### src/rtl/cdseq_pkg.sv
package cdseq_pkg;

    typedef enum logic [2:0] {
        MODE_STOP  = 3'd0,
        MODE_PAUSE = 3'd1,
        MODE_READ  = 3'd2,
        MODE_FFWD  = 3'd3,
        MODE_FREV  = 3'd4
    } drive_mode_e;

    typedef enum logic [2:0] {
        CMD_NONE,
        CMD_STOP,
        CMD_PAUSE,
        CMD_PLAY,
        CMD_FFWD,
        CMD_FREV
    } drive_cmd_e;

    localparam int DRV_IRQ_EN_BIT = 4;
    localparam int DEC_IRQ_EN_BIT = 5;

    // Strongest command wins: stop, pause, play, fast forward, fast reverse.
    function automatic drive_cmd_e pick_cmd(input logic stop_s, input logic pause_s,
                                            input logic play_s, input logic ffwd_s,
                                            input logic frev_s);
        if (stop_s)       return CMD_STOP;
        else if (pause_s) return CMD_PAUSE;
        else if (play_s)  return CMD_PLAY;
        else if (ffwd_s)  return CMD_FFWD;
        else if (frev_s)  return CMD_FREV;
        return CMD_NONE;
    endfunction

endpackage

### src/rtl/cdseq_delay.sv
module cdseq_delay #(
    parameter int PLAY_DELAY = 20,
    parameter int DELAY_W    = 5
) (
    input  logic clk,
    input  logic rst_n,
    input  logic load_full,
    input  logic load_zero,
    input  logic count_en,
    output logic is_zero
);

    typedef struct packed {
        logic [DELAY_W-1:0] cnt;
    } delay_state_t;

    delay_state_t st_d, st_q;

    always_comb begin
        st_d = st_q;
        if (load_full)
            st_d.cnt = DELAY_W'(PLAY_DELAY);
        else if (load_zero)
            st_d.cnt = '0;
        else if (count_en && st_q.cnt != '0)
            st_d.cnt = st_q.cnt - 1'b1;
    end

    always_ff @(posedge clk or negedge rst_n) begin
        if (!rst_n) st_q <= '0;
        else        st_q <= st_d;
    end

    assign is_zero = (st_q.cnt == '0);

    // a counting tick lowers the delay by exactly one
    a_r4_count_down: assert property (@(posedge clk) disable iff (!rst_n)
        (count_en && !load_full && !load_zero && !is_zero) |=> (st_q.cnt == $past(st_q.cnt) - 1'b1));

    // an arming play leaves the full delay in place
    a_r3_arm_delay: assert property (@(posedge clk) disable iff (!rst_n)
        load_full |=> (st_q.cnt == DELAY_W'(PLAY_DELAY)));

endmodule

### src/rtl/cdseq_lba.sv
module cdseq_lba #(
    parameter int LBA_W       = 20,
    parameter int SCAN_STRIDE = 10,
    parameter int LBA_FLOOR   = -150
) (
    input  logic             clk,
    input  logic             rst_n,
    input  logic             load,
    input  logic [LBA_W-1:0] target,
    input  logic             inc_one,
    input  logic             step_fwd,
    input  logic             step_rev,
    output logic [LBA_W-1:0] lba
);

    localparam int WIDE_W = LBA_W + 1;
    localparam logic signed [WIDE_W-1:0] FLOOR_W  = WIDE_W'(LBA_FLOOR);
    localparam logic signed [WIDE_W-1:0] STRIDE_W = WIDE_W'(SCAN_STRIDE);

    typedef struct packed {
        logic [LBA_W-1:0] addr;
    } lba_state_t;

    lba_state_t st_d, st_q;
    logic signed [WIDE_W-1:0] wide_cur;
    logic signed [WIDE_W-1:0] wide_back;

    always_comb begin
        st_d      = st_q;
        wide_cur  = {st_q.addr[LBA_W-1], st_q.addr};
        wide_back = wide_cur - STRIDE_W;
        if (load)
            st_d.addr = target;
        else if (inc_one)
            st_d.addr = st_q.addr + 1'b1;
        else if (step_fwd)
            st_d.addr = st_q.addr + LBA_W'(SCAN_STRIDE);
        else if (step_rev) begin
            if (wide_back < FLOOR_W) st_d.addr = FLOOR_W[LBA_W-1:0];
            else                     st_d.addr = wide_back[LBA_W-1:0];
        end
    end

    always_ff @(posedge clk or negedge rst_n) begin
        if (!rst_n) st_q <= '0;
        else        st_q <= st_d;
    end

    assign lba = st_q.addr;

    // forward scan moves by one stride
    a_r6_fwd_stride: assert property (@(posedge clk) disable iff (!rst_n)
        (step_fwd && !load && !inc_one) |=> (lba == $past(lba) + LBA_W'(SCAN_STRIDE)));

    // reverse scan never lands below the floor
    a_r7_rev_floor: assert property (@(posedge clk) disable iff (!rst_n)
        (step_rev && !load && !inc_one && !step_fwd) |=> ($signed({lba[LBA_W-1], lba}) >= FLOOR_W));

endmodule

### src/rtl/cdseq_irq.sv
module cdseq_irq
    import cdseq_pkg::*;
(
    input  logic        clk,
    input  logic        rst_n,
    input  logic        tick,
    input  logic        cmd_done,
    input  logic        drv_en,
    input  logic        dec_fire,
    input  drive_mode_e mode_now,
    output logic        drive_irq,
    output logic        dec_irq,
    output logic [2:0]  drv_status
);

    typedef struct packed {
        logic        done;
        logic        defer;
        logic        drv;
        logic        dec;
        drive_mode_e stat;
    } irq_state_t;

    irq_state_t st_d, st_q;
    logic retire;
    logic fire;

    always_comb begin
        st_d   = st_q;
        retire = tick && st_q.done;
        fire   = retire && drv_en;
        st_d.done  = (st_q.done && !retire) || cmd_done;
        if (retire) st_d.stat = mode_now;
        st_d.dec   = dec_fire;
        // decoder first: a colliding drive request slips one clock
        st_d.drv   = st_q.defer || (fire && !dec_fire);
        st_d.defer = fire && dec_fire;
    end

    always_ff @(posedge clk or negedge rst_n) begin
        if (!rst_n) st_q <= '{done: 1'b0, defer: 1'b0, drv: 1'b0, dec: 1'b0, stat: MODE_STOP};
        else        st_q <= st_d;
    end

    assign drive_irq  = st_q.drv;
    assign dec_irq    = st_q.dec;
    assign drv_status = st_q.stat;

    // the two requests never pulse on the same clock
    a_r9_no_overlap: assert property (@(posedge clk) disable iff (!rst_n)
        !(drive_irq && dec_irq));

    // a slipped drive request appears on the next clock
    a_r9_slip: assert property (@(posedge clk) disable iff (!rst_n)
        st_q.defer |=> drive_irq);

    // a retiring tick clears the pending flag
    a_r2_retire_clears: assert property (@(posedge clk) disable iff (!rst_n)
        (tick && st_q.done && !cmd_done) |=> !st_q.done);

endmodule

### src/rtl/cd_sector_sequencer.sv
module cd_sector_sequencer
    import cdseq_pkg::*;
#(
    parameter int LBA_W       = 20,
    parameter int PLAY_DELAY  = 20,
    parameter int SCAN_STRIDE = 10,
    parameter int LBA_FLOOR   = -150,
    parameter int CNT_W       = 4
) (
    input  logic             clk,
    input  logic             rst_n,
    input  logic             sector_tick,
    input  logic             play_cmd,
    input  logic             pause_cmd,
    input  logic             stop_cmd,
    input  logic             ffwd_cmd,
    input  logic             frev_cmd,
    input  logic             drive_cmd_done,
    input  logic [LBA_W-1:0] target_lba,
    input  logic             track_is_data,
    input  logic [7:0]       irq_enable,
    output logic [LBA_W-1:0] cur_lba,
    output logic             sector_ready,
    output logic [15:0]      status_word,
    output logic             drive_irq,
    output logic             decoder_irq
);

    localparam int DELAY_W = $clog2(PLAY_DELAY + 1);

    typedef struct packed {
        drive_mode_e      mode;
        logic             data;
        logic [CNT_W-1:0] count;
        logic             ready;
    } top_state_t;

    top_state_t st_d, st_q;
    drive_cmd_e cmd;
    logic       idle_tick;
    logic       deliver;
    logic       delay_zero;
    logic       arm_full;
    logic       arm_zero;
    logic       count_en;
    logic [2:0] drv_status;

    always_comb begin
        st_d      = st_q;
        cmd       = pick_cmd(stop_cmd, pause_cmd, play_cmd, ffwd_cmd, frev_cmd);
        idle_tick = sector_tick && (cmd == CMD_NONE);
        arm_full  = (cmd == CMD_PLAY) && (st_q.mode == MODE_STOP || st_q.mode == MODE_PAUSE);
        arm_zero  = (cmd == CMD_PLAY) && !arm_full;
        count_en  = idle_tick && (st_q.mode == MODE_READ);
        deliver   = count_en && delay_zero;
        st_d.ready = deliver;
        if (deliver) st_d.count = st_q.count + 1'b1;
        if (count_en) st_d.data = track_is_data;
        unique case (cmd)
            CMD_STOP:  st_d.mode = MODE_STOP;
            CMD_PAUSE: st_d.mode = MODE_PAUSE;
            CMD_PLAY:  st_d.mode = MODE_READ;
            CMD_FFWD:  st_d.mode = MODE_FFWD;
            CMD_FREV:  st_d.mode = MODE_FREV;
            default:   st_d.mode = st_q.mode;
        endcase
    end

    always_ff @(posedge clk or negedge rst_n) begin
        if (!rst_n) st_q <= '{mode: MODE_STOP, data: 1'b0, count: '0, ready: 1'b0};
        else        st_q <= st_d;
    end

    cdseq_delay #(
        .PLAY_DELAY (PLAY_DELAY),
        .DELAY_W    (DELAY_W)
    ) i_delay (
        .clk       (clk),
        .rst_n     (rst_n),
        .load_full (arm_full),
        .load_zero (arm_zero),
        .count_en  (count_en),
        .is_zero   (delay_zero)
    );

    cdseq_lba #(
        .LBA_W       (LBA_W),
        .SCAN_STRIDE (SCAN_STRIDE),
        .LBA_FLOOR   (LBA_FLOOR)
    ) i_lba (
        .clk      (clk),
        .rst_n    (rst_n),
        .load     (cmd == CMD_PLAY),
        .target   (target_lba),
        .inc_one  (deliver),
        .step_fwd (idle_tick && st_q.mode == MODE_FFWD),
        .step_rev (idle_tick && st_q.mode == MODE_FREV),
        .lba      (cur_lba)
    );

    cdseq_irq i_irq (
        .clk        (clk),
        .rst_n      (rst_n),
        .tick       (sector_tick),
        .cmd_done   (drive_cmd_done),
        .drv_en     (irq_enable[DRV_IRQ_EN_BIT]),
        .dec_fire   (deliver && irq_enable[DEC_IRQ_EN_BIT]),
        .mode_now   (st_q.mode),
        .drive_irq  (drive_irq),
        .dec_irq    (decoder_irq),
        .drv_status (drv_status)
    );

    assign sector_ready = st_q.ready;
    assign status_word  = {7'd0, st_q.data, st_q.count, 1'b0, drv_status};

    // without tick or command the address stays put
    a_r1_quiet: assert property (@(posedge clk) disable iff (!rst_n)
        (!sector_tick && cmd == CMD_NONE) |=> $stable(cur_lba));

    // no sector while the seek delay is still running
    a_r4_hold_delay: assert property (@(posedge clk) disable iff (!rst_n)
        (idle_tick && st_q.mode == MODE_READ && !delay_zero) |=> !sector_ready);

    // outside read mode no sector is delivered
    a_r10_idle_silent: assert property (@(posedge clk) disable iff (!rst_n)
        (st_q.mode != MODE_READ) |=> !sector_ready);

    // a delivered sector advances the address by one
    a_r5_step_one: assert property (@(posedge clk) disable iff (!rst_n)
        deliver |=> (cur_lba == $past(cur_lba) + 1'b1));

endmodule

### config.mk
export PLATFORM = sky130hd
export DESIGN_NAME = cd_sector_sequencer
export DESIGN_NICKNAME = d
export VERILOG_FILES = /design/src/rtl/cdseq_pkg.sv /design/src/rtl/cdseq_delay.sv /design/src/rtl/cdseq_lba.sv /design/src/rtl/cdseq_irq.sv /design/src/rtl/cd_sector_sequencer.sv
export SDC_FILE = /design/constraint.sdc
export NUM_CORES = 1
export LEC_CHECK = 0
export ABC_AREA = 1
export BUFFER_PORTS_ARGS = -buffer_cell sky130_fd_sc_hd__clkbuf_2
export CORE_MARGIN = 5
export CORE_UTILIZATION = 23
export DETAILED_ROUTE_END_ITERATION = 16
export REMOVE_ABC_BUFFERS = 1
export SLEW_MARGIN = 15
export SYNTH_ARGS = -nofsm -noshare
export SYNTH_HDL_FRONTEND = slang
export SYNTH_HIERARCHICAL = 1
export SYNTH_SLANG_ARGS = --single-unit
### constraint.sdc
create_clock -name clk -period 6.5 [get_ports clk]
set_input_delay 0.975 -clock clk [delete_from_list [all_inputs] [get_ports clk]]
set_output_delay 0.975 -clock clk [all_outputs]
set_load 0.005 [all_outputs]
======== After elaboration in Yosys (flattened, before gate mapping) ========
Index checks and enable logic that the tools add are counted.
storage, ports and cells
  register bits after elaboration ......... 41
  latch bits .............................. 0
  RAM bits ................................ 0
  bits in read-only memories .............. 0
  output and inout port bits .............. 39
  memories kept ........................... 0
operators by class
  add/subtract/negate cells ............... 5
  $mul .................................... 0
  div/mod/pow operators ................... 0
  magnitude comparators ................... 1
  eq/ne operators ......................... 9
  shift operators ......................... 0
  muxes and demuxes ....................... 20
  bitwise gates (word level) .............. 0
  reduce and logical (&&, ||, !) cells .... 27
operators with widths
  kind                                                          number
  two-way mux 20 bit                                            5
  less-than comparator 21 x 9 -> 1 bit (second input constant)  1
  subtractor 20 x 5 -> 21 bit (second input constant)           1
  adder 20 x 1 -> 20 bit (second input constant)                1
  adder 20 x 4 -> 20 bit (second input constant)                1
  two-way mux 3 bit                                             6
  two-way mux 5 bit                                             3
  case mux 3 bit (5 select lines)                               1
  logical AND 1 bit                                             14
  equality test 3 x 2 -> 1 bit (second input constant)          4
  nonzero test 5 bit                                            2
  equality test 3 bit (second input constant)                   3
  equality test 3 x 1 -> 1 bit (second input constant)          2
  zero test 3 bit                                               2
  zero test 5 bit                                               1
  two-way mux 1 bit                                             5
  subtractor 5 x 1 -> 5 bit (second input constant)             1
  adder 4 x 1 -> 4 bit (second input constant)                  1
  nonzero test 4 bit                                            1
  zero test 1 bit                                               3
  logical OR 1 bit                                              3
  nonzero test 3 bit                                            1

======== Longest topological paths before layout ========
Gate-level depths: netlist of run 1.
  depth after elaboration ................. 14
  gate-level depth with buffers ........... 20
  mapped depth without buffers ............ 20

======== By module ========
The synthesis of run 1 kept the hierarchy.
modules (own cells, without submodules)
  module               instances  cells each  area an instance (sq um)  seq. area each (sq um)
  cdseq_lba            1          474         2765.2                    500.5
  cd_sector_sequencer  1          84          665.6                     225.2
  cdseq_delay          1          45          332.8                     125.1
  cdseq_irq            1          28          276.5                     175.2

======== Worst setup path before layout of run 1 ========
Ideal clock, no wire load.
  path kind ............................... input-to-reg
  start ................................... input ffwd_cmd
  end ..................................... register i_lba.st_q, in the netlist i_lba/lba[17]
  arrival time ............................ 2.540 ns
  data required time ...................... 6.367 ns
  slack ................................... 3.827 ns
  stages on the path ...................... 13
  cells stage by stage .................... nor2_2 > nand3_2 > nor2_4 > nand2_1 > nor3_2 > inv_1 > clkbuf_1 > a21oi_1 > o21ai_0 > a21oi_1 > nand2_1 > inv_1 > o22ai_1
on the way
  longest elaborated chain between the ends .. 11
ends and longest elaborated chain
  element                                                  RTL line                                              text
  from (decl)                                              cd_sector_sequencer.sv:16                             input logic ffwd_cmd,
  two-way mux 3 bit or two-way mux 1 bit (tied branches)   cdseq_pkg.sv:30                                       else if (ffwd_s) return CMD_FFWD;
  two-way mux 3 bit or two-way mux 1 bit (tied branches)   cdseq_pkg.sv:29                                       else if (play_s) return CMD_PLAY;
  two-way mux 3 bit or two-way mux 1 bit (tied branches)   cdseq_pkg.sv:28                                       else if (pause_s) return CMD_PAUSE;
  two-way mux 3 bit or two-way mux 1 bit (tied branches)   cdseq_pkg.sv:27                                       if (stop_s) return CMD_STOP;
  two-way mux 3 bit *                                      cdseq_pkg.sv:32                                       return CMD_NONE;
  zero test 3 bit                                          cd_sector_sequencer.sv:51                             idle_tick = sector_tick && (cmd == CMD_NONE);
  logical AND 1 bit                                        cd_sector_sequencer.sv:51
  logical AND 1 bit (on tied branches)                     cd_sector_sequencer.sv:96, cd_sector_sequencer.sv:54
  two-way mux 20 bit or logical AND 1 bit (tied branches)  cdseq_lba.sv:36, cd_sector_sequencer.sv:55
  two-way mux 20 bit                                       cdseq_lba.sv:34                                       else if (inc_one)
  two-way mux 20 bit                                       cdseq_lba.sv:32                                       if (load)
  to (signal assigned)                                     cdseq_lba.sv:46                                       else st_q <= st_d;
  to (decl)                                                cdseq_lba.sv:24                                       lba_state_t st_d, st_q;
Every way passes the cells marked *; elsewhere a longest branch is shown, timed or not.
A chain may end at the register's enable or synchronous reset.

======== Final worst setup path of run 1 ========
  start ................................... input pause_cmd
  end ..................................... register i_lba.st_q, in the netlist i_lba/lba[16]
on the way
  longest elaborated chain between the ends .. 9
ends and longest elaborated chain
  element                                                 RTL line                   text
  from (decl)                                             cd_sector_sequencer.sv:14  input logic pause_cmd,
  two-way mux 3 bit or two-way mux 1 bit (tied branches)  cdseq_pkg.sv:28
  two-way mux 3 bit or two-way mux 1 bit (tied branches)  cdseq_pkg.sv:27
  two-way mux 3 bit *                                     cdseq_pkg.sv:32
  zero test 3 bit *                                       cd_sector_sequencer.sv:51
  logical AND 1 bit *                                     cd_sector_sequencer.sv:51
  logical AND 1 bit *                                     cd_sector_sequencer.sv:54  count_en = idle_tick && (st_q.mode == MODE_READ);
  logical AND 1 bit *                                     cd_sector_sequencer.sv:55  deliver = count_en && delay_zero;
  via deliver                                             cd_sector_sequencer.sv:41  logic deliver;
  two-way mux 20 bit                                      cdseq_lba.sv:34
  two-way mux 20 bit                                      cdseq_lba.sv:32
Mark *: on every way through the listed nets, which the timed path passes. The rest lies on a longest branch.

==> reports/summary.txt, run 1 <==
Initial antenna violation count: 0
Synth Instances: 631
Cts hold-fix bufs: 0
Final Max Slew Viols: 0
Cell Area, Synth: 4040 um^2
Synth warn: 6
Footprint of the multi-input gates: 2500 um^2
Library cells used by synthesis: 43
First-pass GRT wire length: 20.6 mm
Pwr Total: 1.19 mW
Die Y: 143 um
Total gr overflow: 0
Horiz. Die Dim: 143 um
CTS Buf Count: 5
Final-report setup violation count: 0
Setup Buffers After CTS: 0
CP Capture Type: flop
Most common cell in the netlist: nand2_1
WL/cell: 14.1 um
TritonCTS Sinks: 41
Clk buf depth: 2
Synth top cells by count: 177 x nand2_1, 74 x inv_1, 60 x nor2_1
Leak pwr: 2.29 nW
ANT nets after route: 0
Total track usage: 0.127
Critical-path maximum fanout: 12
Final min period: 3.40 ns
Worst EP required: 6.65 ns
Fmax: 295 MHz
Hold Fails Final Rpt: 0
Largest area contributor in the netlist: dfrtp_1
# IOs: 77
CTS clk-pin slew, worst paths: 0.07 ns
Clk_lat worst skew: 0.30 ns
Post-synth EDFFs: 0
Crit path kind: in -> reg
Setup TNS: 0 ns
Hold_ws: 0.435 ns
FF+latch area: 1030 um^2
Critical Path Start Type: primary input
CTS Root Cell: clkbuf_16
Fill cells: 1,911
Vias: 4,052
Post-Syn Area per Cell: 6.40 um^2
Number of global-route vias before repair: 3,842
Largest net degree at the start of global routing: 42
Max IR drop VDD: 0.106 mV
Final period util: 0.522
# DRC: 0
Pwr per Cell Area: 258 nW/um^2
Core ar.: 17,200 um^2
DR pass1 iterations: 5
GP Congestion: 0.907
HPWL Detailed: 9.73 mm
FFs w/ async S/R, synth: 1.00
Unrepaired setup endpoints after global routing: false
Synth top area cells: dfrtp_1 25%, nand2_1 16%, inv_1 6.9%
Final wirelength: 12.7 mm
Area grow syn2layout: 13.8%
Post_cts resized: 0
Slew headroom: 0.414
Initial Util: 0.234
Share of layout cells above drive strength 1: 0.201
Via density: 4.49
# nets final: 720
HP Class: reg -> reg
Ys flop type: dfrtp_1
Top cell type's share of synthesized area: 0.254
TritonCTS clock tree: yes
Slew @ Worst Pin: 0.878 ns
# diodes: 0
CP arrival: 3.55 ns
IO Port Bufs: 62
Setup ws final: 3.10 ns
Sequential share of the synthesized area: 0.254
DR iter-0 viols: 260
Setup WS pre-CTS: 2.88 ns
CTS HTree Levels: 2
Status: completed
Number of synthesized register bits: 41
Worst Skew: 0.00508 ns
DIE AREA: 20,300 um^2
Max-cap violations: 0
Row cnt: 48
[sequential cells by signal, summed over array words and instances (netlist names)]
name	cells
i_irq/dec_irq	1
st_q	3
i_irq/drv_status	3
i_irq/st_q	2
sector_ready	1
i_delay/st_q	5
i_irq/drive_irq	1
i_lba/lba	20
status_word	5
[cell usage in the layout (no fill, tap or decap), types with 2 or more instances in the layout]
cell type and n:
dfrtp_1 41, clkbuf_16 5, nand3_4 3, nand3_2 2, nand2_1 177, o221ai_1 4, nand2_2 14, conb_1 8
inv_2 8, o22ai_1 10, nor2_8 2, nand2_4 2, nor3_1 12, o21ai_1 12, nand4_1 17, buf_4 4
clkbuf_2 62, nand3_1 44, nor3_2 2, nor2_2 18, xor2_1 17, nor2_4 7, ha_1 6, a21oi_1 24
o21ai_0 24, inv_1 74, nor2_1 60
[stage by stage]
step / instance area (um^2) / cells / util
4_1_cts: 4600 / 902 / 0.267
3_5_place_dp: 4450 / 894 / 0.258
5_1_grt: 4600 / 902 / 0.267
6_report: 4600 / 902 / 0.267
3_3_place_gp: 4450 / 894 / 0.258
2_1_floorplan: 3830 / 603 / -
[critical path: stages]
cell	delay, ns
clkbuf_2	0.12
nor2_4	0.14
nand2_1	0.07
nor2_2	0.12
nand4_4	0.16
inv_2	0.29
inv_1	0.30
nor2_1	0.54
inv_1	0.36
a21oi_1	0.19
o21ai_0	0.11
nand2_1	0.08
o22ai_1	0.07
[report_power, final]
part           total (mW)  internal, mW  switching [mW]
sequential          0.404         0.297           0.106
clock               0.262         0.143           0.118
combinational       0.522         0.184           0.337
total                1.19         0.625           0.562
[area by class of cell]
type	instances	share of cell area
clock buffer	5	0.0272
clock inverter	3	0.00463
inverter	82	0.0669
multi-input combinational	480	0.543
sequential	41	0.223
tap	225	0.0612
timing repair buffer	66	0.0740
[path summary, 6_finish.rpt]
check / start / to / slack (ns) / cells after the start
worst max-delay path: pause_cmd / i_lba/lba[16] / 3.10 / 13
worst min-delay path: i_irq/st_q[5] / i_irq/drive_irq / 0.44 / 2
worst max register to register: i_delay/st_q[0] / i_lba/lba[16] / 3.17 / 13
worst min register to register: i_irq/st_q[5] / i_irq/drive_irq / 0.44 / 2
max in group asynchronous: rst_n / i_lba/lba[2] / 5.35 / 2
min in group asynchronous: rst_n / i_irq/st_q[5] / 0.75 / 2
[layer usage]
| layer | track usage | vias up | wire (um) |
|---|---|---|---|
| li1 | - | 2101 | - |
| met4 | 0.0330 | 0 | 209 |
| met3 | 0.0262 | 16 | 779 |
| met2 | 0.208 | 113 | 5940 |
| met5 | 0 | - | 0 |
| met1 | 0.171 | 1822 | 5790 |
[cell families after synthesis]
logic type	synth area share
buffers and inverters	0.135
AOI/OAI and AO/OA	0.111
xor gates and xnor gates	0.0390
adders and majority gates	0.0186
other	0.000928
DFF	0.254
and+or+nand+nor	0.442
Power figures use the tool's default switching activity.
==> inputs of run 2 (changes only) <==
==> constraint.sdc (replaced) <==
create_clock -name clk -period 3.5 [get_ports clk]
set_input_delay 0.525 -clock clk [delete_from_list [all_inputs] [get_ports clk]]
set_output_delay 0.525 -clock clk [all_outputs]
set_load 0.005 [all_outputs]
==> reports/summary.txt, run 2 (same netlist as run 1, synthesis figures left out) <==
Worst EP required: 3.71 ns
Cts hold-fix bufs: 0
Area grow syn2layout: 14.8%
# IOs: 77
GP Congestion: 0.932
Slew headroom: 0.395
Clk buf depth: 2
# nets final: 722
Via density: 4.50
Status: completed
DIE AREA: 20,300 um^2
CTS Root Cell: clkbuf_16
HPWL Detailed: 9.68 mm
Worst Skew: 0.00951 ns
TritonCTS clock tree: yes
DR iter-0 viols: 225
Vias: 4,066
CTS clk-pin slew, worst paths: 0.07 ns
WL/cell: 14.0 um
Total gr overflow: 0
First-pass GRT wire length: 20.4 mm
Final min period: 2.90 ns
Clk_lat worst skew: 0.30 ns
Combinational share of power: 0.425
Pwr per Cell Area: 490 nW/um^2
Worst Reg-to-Reg Cells: 12
HP Class: in -> async
Fmax: 344 MHz
TritonCTS Sinks: 41
Most frequent cells in the layout: 177 x nand2_1, 74 x inv_1, 62 x clkbuf_2
Max IR drop VDD: 0.184 mV
Sequential share of power: 0.329
Most common cell after layout, fill and taps aside: nand2_1
Share of layout cells above drive strength 1: 0.203
Max reg flops: 20
Final period util: 0.830
Die Y: 143 um
Crit path kind: reg -> reg
Leak pwr: 2.31 nW
CTS Buf Count: 5
DR pass1 iterations: 5
Slew @ Worst Pin: 0.906 ns
# DRC: 0
Fill cells: 1,926
Core ar.: 17,200 um^2
IO Port Bufs: 62
Total track usage: 0.127
Setup Buffers After CTS: 0
Critical-path maximum fanout: 17
Max-cap violations: 0
Clk network pwr share: 0.246
Hold Fails Final Rpt: 0
Largest net degree at the start of global routing: 26
CTS HTree Levels: 2
Final wirelength: 12.7 mm
Internal power: 1.23 mW
Setup TNS: 0 ns
Psw: 1.04 mW
Critical Path Start Type: flop
Final Max Slew Viols: 0
Unrepaired setup endpoints after global routing: false
Row cnt: 48
Number of global-route vias before repair: 3,721
Horiz. Die Dim: 143 um
Initial Util: 0.234
Post_cts resized: 0
CP Capture Type: flop
CP arrival: 3.12 ns
Pwr Total: 2.27 mW
# diodes: 0
ANT nets after route: 0
Initial antenna violation count: 0
Sw Ratio: 0.457
Final-report setup violation count: 0
-- run 2: changes by cell type in the layout (fill, tap and decap cells not counted), sizes merged --
| cell | change |
|---|---|
| buf | +2 |
| bufinv | +1 |
| inv | -1 |
-- run 2: final cells by class --
cell class | count | area [um^2] | share of cell area
Clock buffer | 5 | 125 | 0.0270
Clock inverter | 3 | 46.3 | 0.00998
Inverter | 82 | 308 | 0.0664
Multi-Input combinational cell | 480 | 2500 | 0.538
Sequential cell | 41 | 1030 | 0.221
Tap cell | 225 | 282 | 0.0607
Timing Repair Buffer | 68 | 355 | 0.0766
-- run 2: layer usage --
metal	share of wire	routed length [um]	GRT usage	vias up
li1	-	-	-	2098
met1	0.46	5870	0.175	1836
met2	0.45	5750	0.202	119
met3	0.068	858	0.0299	13
met4	0.015	196	0.0320	0
met5	0	0	0	-
-- run 2: power by group through the flow --
stage	clock network, mW	registers [mW]	logic [mW]
after floorplan	0	0.707	0.690
final	0.560	0.747	0.966
after detailed placement	0	0.752	0.968
after global routing	0.596	0.764	1.11
after global placement	0	0.752	0.963
after CTS	0.579	0.744	0.972
-- run 2: final timing paths --
check,startpoint,endpoint,slack [ns]
max,i_delay/st_q[0],i_lba/lba[9],0.60
min,rst_n,i_irq/dec_irq,0.20
max reg2reg,i_delay/st_q[0],i_lba/lba[9],0.60
min reg2reg,i_irq/st_q[5],i_irq/drive_irq,0.44
max in group asynchronous,rst_n,i_lba/lba[12],2.56
min in group clk,track_is_data,status_word[8],0.42
-- run 2: stage by stage --
step                      instance area, um^2  std cells  hold WS (ns)  setup slack, ns   util
after floorplan                          3830        603         0.229            0.614      -
after global placement                   4470        896         0.417            0.652  0.259
after detailed placement                 4470        896         0.422            0.597  0.259
after CTS                                4640        904         0.219            0.566  0.269
after global routing                     4640        904         0.246            0.277  0.269
final                                    4640        904         0.200            0.595  0.269
-- run 2: worst max-delay path: stages, from the launching register on --
cell and delay (ns):
dfrtp_1 0.37, inv_1 0.09, ha_1 0.22, nand3_2 0.13, inv_1 0.20, nand4_4 0.18
inv_2 0.29, nor2_1 0.19, inv_1 0.17, nor3_2 0.06, inv_1 0.49, o221ai_1 0.24
o22ai_1 0.17
